--- src/rtl/rx_char_buffer_pkg.sv ---
package rx_char_buffer_pkg;

   // Status bits that travel with every character.
   typedef struct packed {
      logic ovr;
      logic ferr;
      logic bit9;
   } rx_flags_t;

   // Destination of a freshly completed character.
   typedef enum logic [1:0] {
      ROUTE_NONE = 2'd0,
      ROUTE_RING = 2'd1,
      ROUTE_HOLD = 2'd2
   } route_e;

endpackage

--- src/rtl/rxb_ring.sv ---
module rxb_ring
   import rx_char_buffer_pkg::*;
#(
   parameter int DATA_W = 8,
   parameter int DEPTH  = 2,
   localparam int PTR_W = (DEPTH > 1) ? $clog2(DEPTH) : 1,
   localparam int CNT_W = $clog2(DEPTH + 1)
) (
   input  logic              clk,
   input  logic              rst,
   input  logic              wr_en,
   input  logic [DATA_W-1:0] wr_data,
   input  rx_flags_t         wr_flags,
   input  logic              rd_en,
   output logic [DATA_W-1:0] head_data,
   output rx_flags_t         head_flags,
   output logic [CNT_W-1:0]  fill,
   output logic              full,
   output logic              empty
);

   localparam logic [CNT_W-1:0] FULL_CNT = CNT_W'(DEPTH);

   logic [PTR_W-1:0]  wr_ptr;
   logic [PTR_W-1:0]  rd_ptr;
   logic [CNT_W-1:0]  cnt_q;
   logic [DATA_W-1:0] slot_data  [DEPTH];
   rx_flags_t         slot_flags [DEPTH];

   // Elaboration-time parameter checks.
   if (DEPTH < 2 || (DEPTH & (DEPTH - 1)) != 0) begin : g_bad_depth
      $error("rxb_ring: DEPTH must be a power of two, at least 2");
   end

   // Per-slot storage, written only when the write pointer selects it.
   for (genvar s = 0; s < DEPTH; s++) begin : g_slot
      always_ff @(posedge clk) begin
         if (rst) begin
            slot_data[s]  <= '0;
            slot_flags[s] <= '0;
         end else if (wr_en && wr_ptr == PTR_W'(s)) begin
            slot_data[s]  <= wr_data;
            slot_flags[s] <= wr_flags;
         end
      end
   end

   always_ff @(posedge clk) begin
      if (rst) begin
         wr_ptr <= '0;
         rd_ptr <= '0;
         cnt_q  <= '0;
      end else begin
         if (wr_en) wr_ptr <= wr_ptr + 1'b1;
         if (rd_en) rd_ptr <= rd_ptr + 1'b1;
         case ({wr_en, rd_en})
            2'b10:   cnt_q <= cnt_q + 1'b1;
            2'b01:   cnt_q <= cnt_q - 1'b1;
            default: cnt_q <= cnt_q;
         endcase
      end
   end

   assign head_data  = slot_data[rd_ptr];
   assign head_flags = slot_flags[rd_ptr];
   assign fill       = cnt_q;
   assign full       = (cnt_q == FULL_CNT);
   assign empty      = (cnt_q == '0);

   AST_RING_BOUND: assert property (@(posedge clk) disable iff (rst)
      (wr_en && !rd_en && full) |=> 1'b0) else $error("ring written while full");
   AST_POP_STEP: assert property (@(posedge clk) disable iff (rst)
      (rd_en && !wr_en) |=> (cnt_q == $past(cnt_q) - 1'b1)) else $error("pop did not shrink");

endmodule

--- src/rtl/rxb_hold.sv ---
module rxb_hold
   import rx_char_buffer_pkg::*;
#(
   parameter int DATA_W = 8
) (
   input  logic              clk,
   input  logic              rst,
   input  logic              load,
   input  logic [DATA_W-1:0] load_data,
   input  rx_flags_t         load_flags,
   input  logic              clear,
   output logic              valid,
   output logic [DATA_W-1:0] data,
   output rx_flags_t         flags
);

   // A load wins over a clear: the old content drains the same cycle
   // the new character arrives.
   always_ff @(posedge clk) begin
      if (rst) begin
         valid <= 1'b0;
         data  <= '0;
         flags <= '0;
      end else if (load) begin
         valid <= 1'b1;
         data  <= load_data;
         flags <= load_flags;
      end else if (clear) begin
         valid <= 1'b0;
      end
   end

   AST_LOAD_TAKES: assert property (@(posedge clk) disable iff (rst)
      load |=> valid) else $error("hold load lost");

endmodule

--- src/rtl/rxb_route.sv ---
module rxb_route
   import rx_char_buffer_pkg::*;
(
   input  logic      clk,
   input  logic      rst,
   input  logic      char_done,
   input  logic      start_det,
   input  logic      char_bit9,
   input  logic      char_ferr,
   input  logic      hold_valid,
   input  logic      fifo_full,
   output route_e    route,
   output logic      move_hold,
   output logic      drop_hold,
   output rx_flags_t cap_flags
);

   logic pend_q;
   logic lose_by_char;

   assign move_hold    = hold_valid && !fifo_full;
   assign drop_hold    = start_det && hold_valid && fifo_full;
   assign lose_by_char = char_done && hold_valid && fifo_full;

   always_comb begin
      if (!char_done)                    route = ROUTE_NONE;
      else if (!hold_valid && !fifo_full) route = ROUTE_RING;
      else                               route = ROUTE_HOLD;
   end

   always_comb begin
      cap_flags.ovr  = pend_q || lose_by_char;
      cap_flags.ferr = char_ferr;
      cap_flags.bit9 = char_bit9;
   end

   // Pending overrun waits for the next captured character.
   always_ff @(posedge clk) begin
      if (rst)            pend_q <= 1'b0;
      else if (drop_hold) pend_q <= 1'b1;
      else if (char_done) pend_q <= 1'b0;
   end

   AST_LOSS_MARKED: assert property (@(posedge clk) disable iff (rst)
      (start_det && hold_valid && fifo_full) |=> pend_q) else $error("loss not remembered");
   AST_MARK_CONSUMED: assert property (@(posedge clk) disable iff (rst)
      (char_done && !start_det) |=> !pend_q) else $error("overrun mark reused");
   AST_STROBES_EXCL: assert property (@(posedge clk) disable iff (rst)
      !(char_done && start_det)) else $error("done and start together"); // input rule

endmodule

--- src/rtl/rx_char_buffer.sv ---
module rx_char_buffer
   import rx_char_buffer_pkg::*;
#(
   parameter int DATA_W   = 8,
   parameter int DEPTH    = 2,
   parameter bit HAS_BIT9 = 1'b1,
   localparam int CNT_W   = $clog2(DEPTH + 1)
) (
   input  logic              clk,
   input  logic              rst,
   input  logic              char_done,
   input  logic [DATA_W-1:0] char_data,
   input  logic              char_bit9,
   input  logic              char_ferr,
   input  logic              start_det,
   input  logic              rd_pop,
   output logic              rx_avail,
   output logic [DATA_W-1:0] rx_data,
   output logic              rx_bit9,
   output logic              rx_ferr,
   output logic              rx_ovr
);

   if (DATA_W < 5 || DATA_W > 8) begin : g_bad_width
      $error("rx_char_buffer: DATA_W must lie in 5..8");
   end

   logic              bit9_in;
   route_e            route;
   logic              move_hold;
   logic              drop_hold;
   rx_flags_t         cap_flags;
   logic              hold_valid;
   logic [DATA_W-1:0] hold_data;
   rx_flags_t         hold_flags;
   logic              ring_wr;
   logic [DATA_W-1:0] ring_wdata;
   rx_flags_t         ring_wflags;
   logic              rd_go;
   logic [DATA_W-1:0] head_data;
   rx_flags_t         head_flags;
   logic [CNT_W-1:0]  fill;
   logic              fifo_full;
   logic              fifo_empty;

   // Ninth bit is either carried or tied off.
   if (HAS_BIT9) begin : g_bit9
      assign bit9_in = char_bit9;
   end else begin : g_no_bit9
      assign bit9_in = 1'b0;
   end

   rxb_route u_route (
      .clk        (clk),
      .rst        (rst),
      .char_done  (char_done),
      .start_det  (start_det),
      .char_bit9  (bit9_in),
      .char_ferr  (char_ferr),
      .hold_valid (hold_valid),
      .fifo_full  (fifo_full),
      .route      (route),
      .move_hold  (move_hold),
      .drop_hold  (drop_hold),
      .cap_flags  (cap_flags)
   );

   rxb_hold #(.DATA_W(DATA_W)) u_hold (
      .clk        (clk),
      .rst        (rst),
      .load       (route == ROUTE_HOLD),
      .load_data  (char_data),
      .load_flags (cap_flags),
      .clear      (move_hold || drop_hold),
      .valid      (hold_valid),
      .data       (hold_data),
      .flags      (hold_flags)
   );

   // The parked character always has precedence over a direct capture.
   assign ring_wr     = move_hold || (route == ROUTE_RING);
   assign ring_wdata  = move_hold ? hold_data  : char_data;
   assign ring_wflags = move_hold ? hold_flags : cap_flags;
   assign rd_go       = rd_pop && !fifo_empty;

   rxb_ring #(.DATA_W(DATA_W), .DEPTH(DEPTH)) u_ring (
      .clk        (clk),
      .rst        (rst),
      .wr_en      (ring_wr),
      .wr_data    (ring_wdata),
      .wr_flags   (ring_wflags),
      .rd_en      (rd_go),
      .head_data  (head_data),
      .head_flags (head_flags),
      .fill       (fill),
      .full       (fifo_full),
      .empty      (fifo_empty)
   );

   assign rx_avail = !fifo_empty;
   assign rx_data  = fifo_empty ? '0   : head_data;
   assign rx_bit9  = fifo_empty ? 1'b0 : head_flags.bit9;
   assign rx_ferr  = fifo_empty ? 1'b0 : head_flags.ferr;
   assign rx_ovr   = fifo_empty ? 1'b0 : head_flags.ovr;

   AST_HOLD_KEPT: assert property (@(posedge clk) disable iff (rst)
      (hold_valid && fifo_full && !start_det && !char_done) |=> hold_valid) else $error("parked char lost");
   AST_HOLD_MOVES: assert property (@(posedge clk) disable iff (rst)
      (hold_valid && !fifo_full && !rd_go) |=> (fill == CNT_W'($past(fill) + 1'b1))) else $error("parked char stuck");
   AST_EMPTY_POP: assert property (@(posedge clk) disable iff (rst)
      (rd_pop && fifo_empty && !hold_valid && !char_done) |=> fifo_empty) else $error("empty pop acted");

endmodule

--- config.mk ---
export PLATFORM = sky130hd
export DESIGN_NAME = rx_char_buffer
export DESIGN_NICKNAME = d
export VERILOG_FILES = /design/src/rtl/rx_char_buffer_pkg.sv /design/src/rtl/rxb_ring.sv /design/src/rtl/rxb_hold.sv /design/src/rtl/rxb_route.sv /design/src/rtl/rx_char_buffer.sv
export SDC_FILE = /design/constraint.sdc
export NUM_CORES = 1
export LEC_CHECK = 0
export CORE_AREA = 5 5 72 74
export DETAILED_ROUTE_END_ITERATION = 10
export DIE_AREA = 0 0 77 79
export GPL_ROUTABILITY_DRIVEN = 0
export HOLD_SLACK_MARGIN = 0.02
export PLACE_DENSITY = 0.68
export SETUP_SLACK_MARGIN = 0.05
export SLEW_MARGIN = 15
export SYNTH_ARGS = -nofsm -noshare
export SYNTH_HDL_FRONTEND = slang
export SYNTH_SLANG_ARGS = --single-unit
--- constraint.sdc ---
create_clock -name clk -period 1.73 [get_ports clk]
set_input_delay 0.173 -clock clk [delete_from_list [all_inputs] [get_ports clk]]
set_output_delay 0.173 -clock clk [all_outputs]
set_load 0.05 [all_outputs]
==> metrics list <==
- Hold slack final: around 0.46 ns
- The die is between 70 and 80 um tall.
- Total global routing overflow: 0
- Total design power: 3.38 mW
- Leakage power total: 0.890 nW
* Vias in the first global route: approximately 1,400
- The die is about 77 um wide.
- On the worst path, the slowest cell contributes a delay of around 0.44 ns.
- Sequential elements use a little over half of the synthesized area.
- Die ar.: between 6000 and 7000 sq um
- Class of the worst hold path: reg2reg
- Number of endpoints with negative hold slack in the final report: 0
- Of all nets on the critical path, the largest fanout is 7.
- The worst-case IR drop observed on VDD is around 0.46 mV.
* CP top delay family: simple AND/OR/NAND/NOR gates
- Clock Pin Slew Worst Setup and Hold Paths: ~0.070 ns
* CTS Hold Bufs: 0
* Netlist Area Pre-Place: approximately 2000 sq um
* GRT Resource Usage Total: between 10% and 20%
- Synthesis produced ~190 cells.
- Number of different library cells in the post-synthesis netlist: 32
* Final WS setup: 0.147 ns
- Post-route antenna net violation count: 0
- Measured against its own limit, the worst slew margin works out to between 60 and 70%.
- Peak Freq: around 630 MHz
* Setup slack after placement: -0.0393 ns
- WP buf/inv: 0
- The first detailed-routing pass took 4 iterations.
- CORE AREA: roughly 4500 sq um
- Counting along the longest clock path gives a buffer depth of 2.
* EDFF count, synth: 22
- Number of nets in the layout: approximately 240
- Number of inserted diodes: 0
* Fraction of synthesized cell area taken by the top area cell type: roughly a third
- Row generation in the floorplan step produced 25 rows.
* Crit path arrival time: 1.81 ns
- The worst setup path is captured at a flip-flop.
- Largest area contributor in the synthesized netlist: sky130_fd_sc_hd__edfxtp_1
- The post-route netlist has between 20 and 25% of its cells at a drive strength greater than 1.
- Across the run, the number of max-cap violations was 0.
- Yosys attributes the largest share of cell area to sky130_fd_sc_hd__edfxtp_1, sky130_fd_sc_hd__dfxtp_1, sky130_fd_sc_hd__mux2i_1.
- Routed wire length on met3: 194 um
* Combined flip-flop and latch cell area: 1020 sq um
- DR vias/cell: ~4.9
- DR iter-0 viols: 44
* Synthesized net count: between 200 and 250
- Final total negative setup slack: 0 ns
- The most used flip-flop cell after synthesis is sky130_fd_sc_hd__edfxtp_1.
- Clock root buffer: sky130_fd_sc_hd__clkbuf_8
- In this run, CTS created clock tree buffers numbering 5.
- Yosys warning count: 0
- The clock net in this run drives a total of 40 sinks.
- The wire-length estimate of the detail-placed layout is between 2000 and 3000 um.
* Metal2 WL: 1480 um
- TritonCTS clock tree: yes
- Pin count of the biggest net entering global routing: 22
- Type of the worst setup path: reg2reg
* Synthesis-stage register bit count: 40
- Synthesized area divided by synthesized cell count: just over 10 sq um
- Worst clock skew on the final layout: about 0.004 ns
* CP max stage cell: sky130_fd_sc_hd__dfxtp_2
- Setup violations remaining at the end of the flow were counted as 0.
* Period Utilization, post-route: 91.5%
- Critical path launch point type: flip-flop
* Number of remaining DRC errors: 0
- In this run the count of I/O pins placed on the die edge is 27.
- Number of antenna violations at the first check in global routing: 0
- FFs w/ async S/R, synth: 0%
* Deepest level of the CTS H-tree: 2
* Setup repair after global routing missed its margin: true
* Run status: finished clean
* Starting Density: a little over two fifths
* Multi-input logic area: around 840 sq um
- Total detailed-routing wirelength: between 3000 and 4000 um
- Required time of the critical path: 1.95 ns
- Top routing layer in use: met4
- Number of vias in the routed layout: around 1,400
- At the later pin of the worst-skew pair, clock insertion delay measures 0.29 ns.
* Growth of design area from synthesis to finish: 23.4%
- First-pass GRT wire length: roughly 6300 um
- For this design the ratio of total power to cell area is 1400 nW/um^2.
- Routed wire length per instance: ~13 um
- The critical path goes through nand2b_1, nand2_1, ha_1, or3_1, a21oi_1.
- The filler cells instantiated in the layout total 393.
- Worst-margin pin slew: about 0.47 ns
* Pins Over Slew Limit: 0
* Routed length on met1: 1840 um
- Fin crit period: approximately 1.6 ns
* Count of input and output buffers: 26
==> repair_timing <==
action,in CTS,in global routing
setup buffers,1,0
endpoints found under the setup margin,14,14
resized for setup,1,3
endpoints found under the hold margin,0,0
pin swaps,1,0
cloned,0,0
==> synthesized netlist by cell type (2+ instances only) <==
master                      n
sky130_fd_sc_hd__a21oi_1   15
sky130_fd_sc_hd__nand3_1   11
sky130_fd_sc_hd__or3_1      2
sky130_fd_sc_hd__clkbuf_1   5
sky130_fd_sc_hd__xnor2_1    2
sky130_fd_sc_hd__edfxtp_1  22
sky130_fd_sc_hd__buf_4      2
sky130_fd_sc_hd__o221a_1    2
sky130_fd_sc_hd__xor2_1     2
sky130_fd_sc_hd__nand2_1   25
sky130_fd_sc_hd__dfxtp_1   18
sky130_fd_sc_hd__inv_2      2
sky130_fd_sc_hd__o21ai_0    3
sky130_fd_sc_hd__a21oi_2   10
sky130_fd_sc_hd__buf_2      5
sky130_fd_sc_hd__nand2b_1   2
sky130_fd_sc_hd__mux2i_1   21
sky130_fd_sc_hd__o21ai_1   11
sky130_fd_sc_hd__buf_6      2
sky130_fd_sc_hd__inv_1      3
sky130_fd_sc_hd__nor2_1    17
==> metrics by stage <==
| step | area (sq um) | utilization, % | std cells |
|---|---|---|---|
| floorplan | 1960 | - | 193 |
| global placement | 2290 | 50.4 | 272 |
| detailed placement | 2290 | 50.4 | 272 |
| CTS | 2410 | 53.1 | 281 |
| global route | 2410 | 53.2 | 281 |
| finish | 2410 | 53.2 | 281 |
==> flip-flops by register name, summed over array words and instances (netlist names), named ones only <==
register,flops
u_ring.slot_data,16
u_hold.data,8
u_ring.slot_flags,6
u_hold.flags,3
u_ring.fill,2
u_hold.valid,1
u_ring.rd_ptr,1
u_ring.wr_ptr,1
u_route.pend_q,1
==> metal layers <==
metal	vias to the layer above	track usage (%)
met5	-	0
met2	29	19.0
met1	588	17.9
li1	749	-
met4	0	5.67
met3	6	3.85
==> final cells by class <==
| cell class | instances | share of cell area (%) |
|---|---|---|
| Inverter | 5 | 0.778 |
| Multi-Input combinational cell | 133 | 34.7 |
| Sequential cell | 40 | 42.4 |
| Clock inverter | 3 | 1.76 |
| Timing Repair Buffer | 41 | 14.7 |
| Clock buffer | 5 | 2.85 |
| Tap cell | 54 | 2.80 |
==> cell families after synthesis <==
logic type,count (synthesis),share of synthesized area [%]
and+or+nand+nor,64,15.2
adders and majority gates,1,0.640
DFF,40,52.2
buffers and inverters,20,5.31
xor gates and xnor gates,4,1.79
muxes,21,10.7
AOI/OAI and AO/OA,43,14.1
==> cells in the final DEF, fill, tap and decap left out, types with 10 or more instances in the layout <==
master and instances:
sky130_fd_sc_hd__dfxtp_1 17, sky130_fd_sc_hd__nand2_1 25, sky130_fd_sc_hd__buf_4 26, sky130_fd_sc_hd__nor2_1 16
sky130_fd_sc_hd__clkdlybuf4s50_1 14, sky130_fd_sc_hd__o21ai_1 12, sky130_fd_sc_hd__edfxtp_1 22, sky130_fd_sc_hd__mux2i_1 21
sky130_fd_sc_hd__a21oi_2 10, sky130_fd_sc_hd__nand3_1 11, sky130_fd_sc_hd__a21oi_1 15
==> worst register-to-register path: cells and delay by family (launching register included) <==
| kind | cells | cell delay (ns) |
|---|---|---|
| AO/OA/AOI/OAI | 1 | 0.14 |
| adder cells (fa/ha/maj) | 1 | 0.31 |
| flip-flops | 1 | 0.44 |
| AND/OR/NAND/NOR | 3 | 0.62 |
==> where the power goes <==
part	switching (mW)	total, mW	leakage [nW]	internal (mW)
Clock	0.317	0.743	0.0541	0.426
Combinational	0.831	1.33	0.455	0.497
Sequential	0.109	1.30	0.381	1.20
==> path summary, 6_finish.rpt <==
| check | start | endpoint | slack, ns | cells past startpoint |
|---|---|---|---|---|
| max | u_ring.fill[0] | u_ring.fill[1] | 0.15 | 5 |
| min | u_hold.data[6] | u_hold.data[6] | 0.46 | 2 |
| max reg2reg | u_ring.fill[0] | u_ring.fill[1] | 0.15 | 5 |
| min reg2reg | u_hold.data[6] | u_hold.data[6] | 0.46 | 2 |
(Power assumes the default switching activity.)
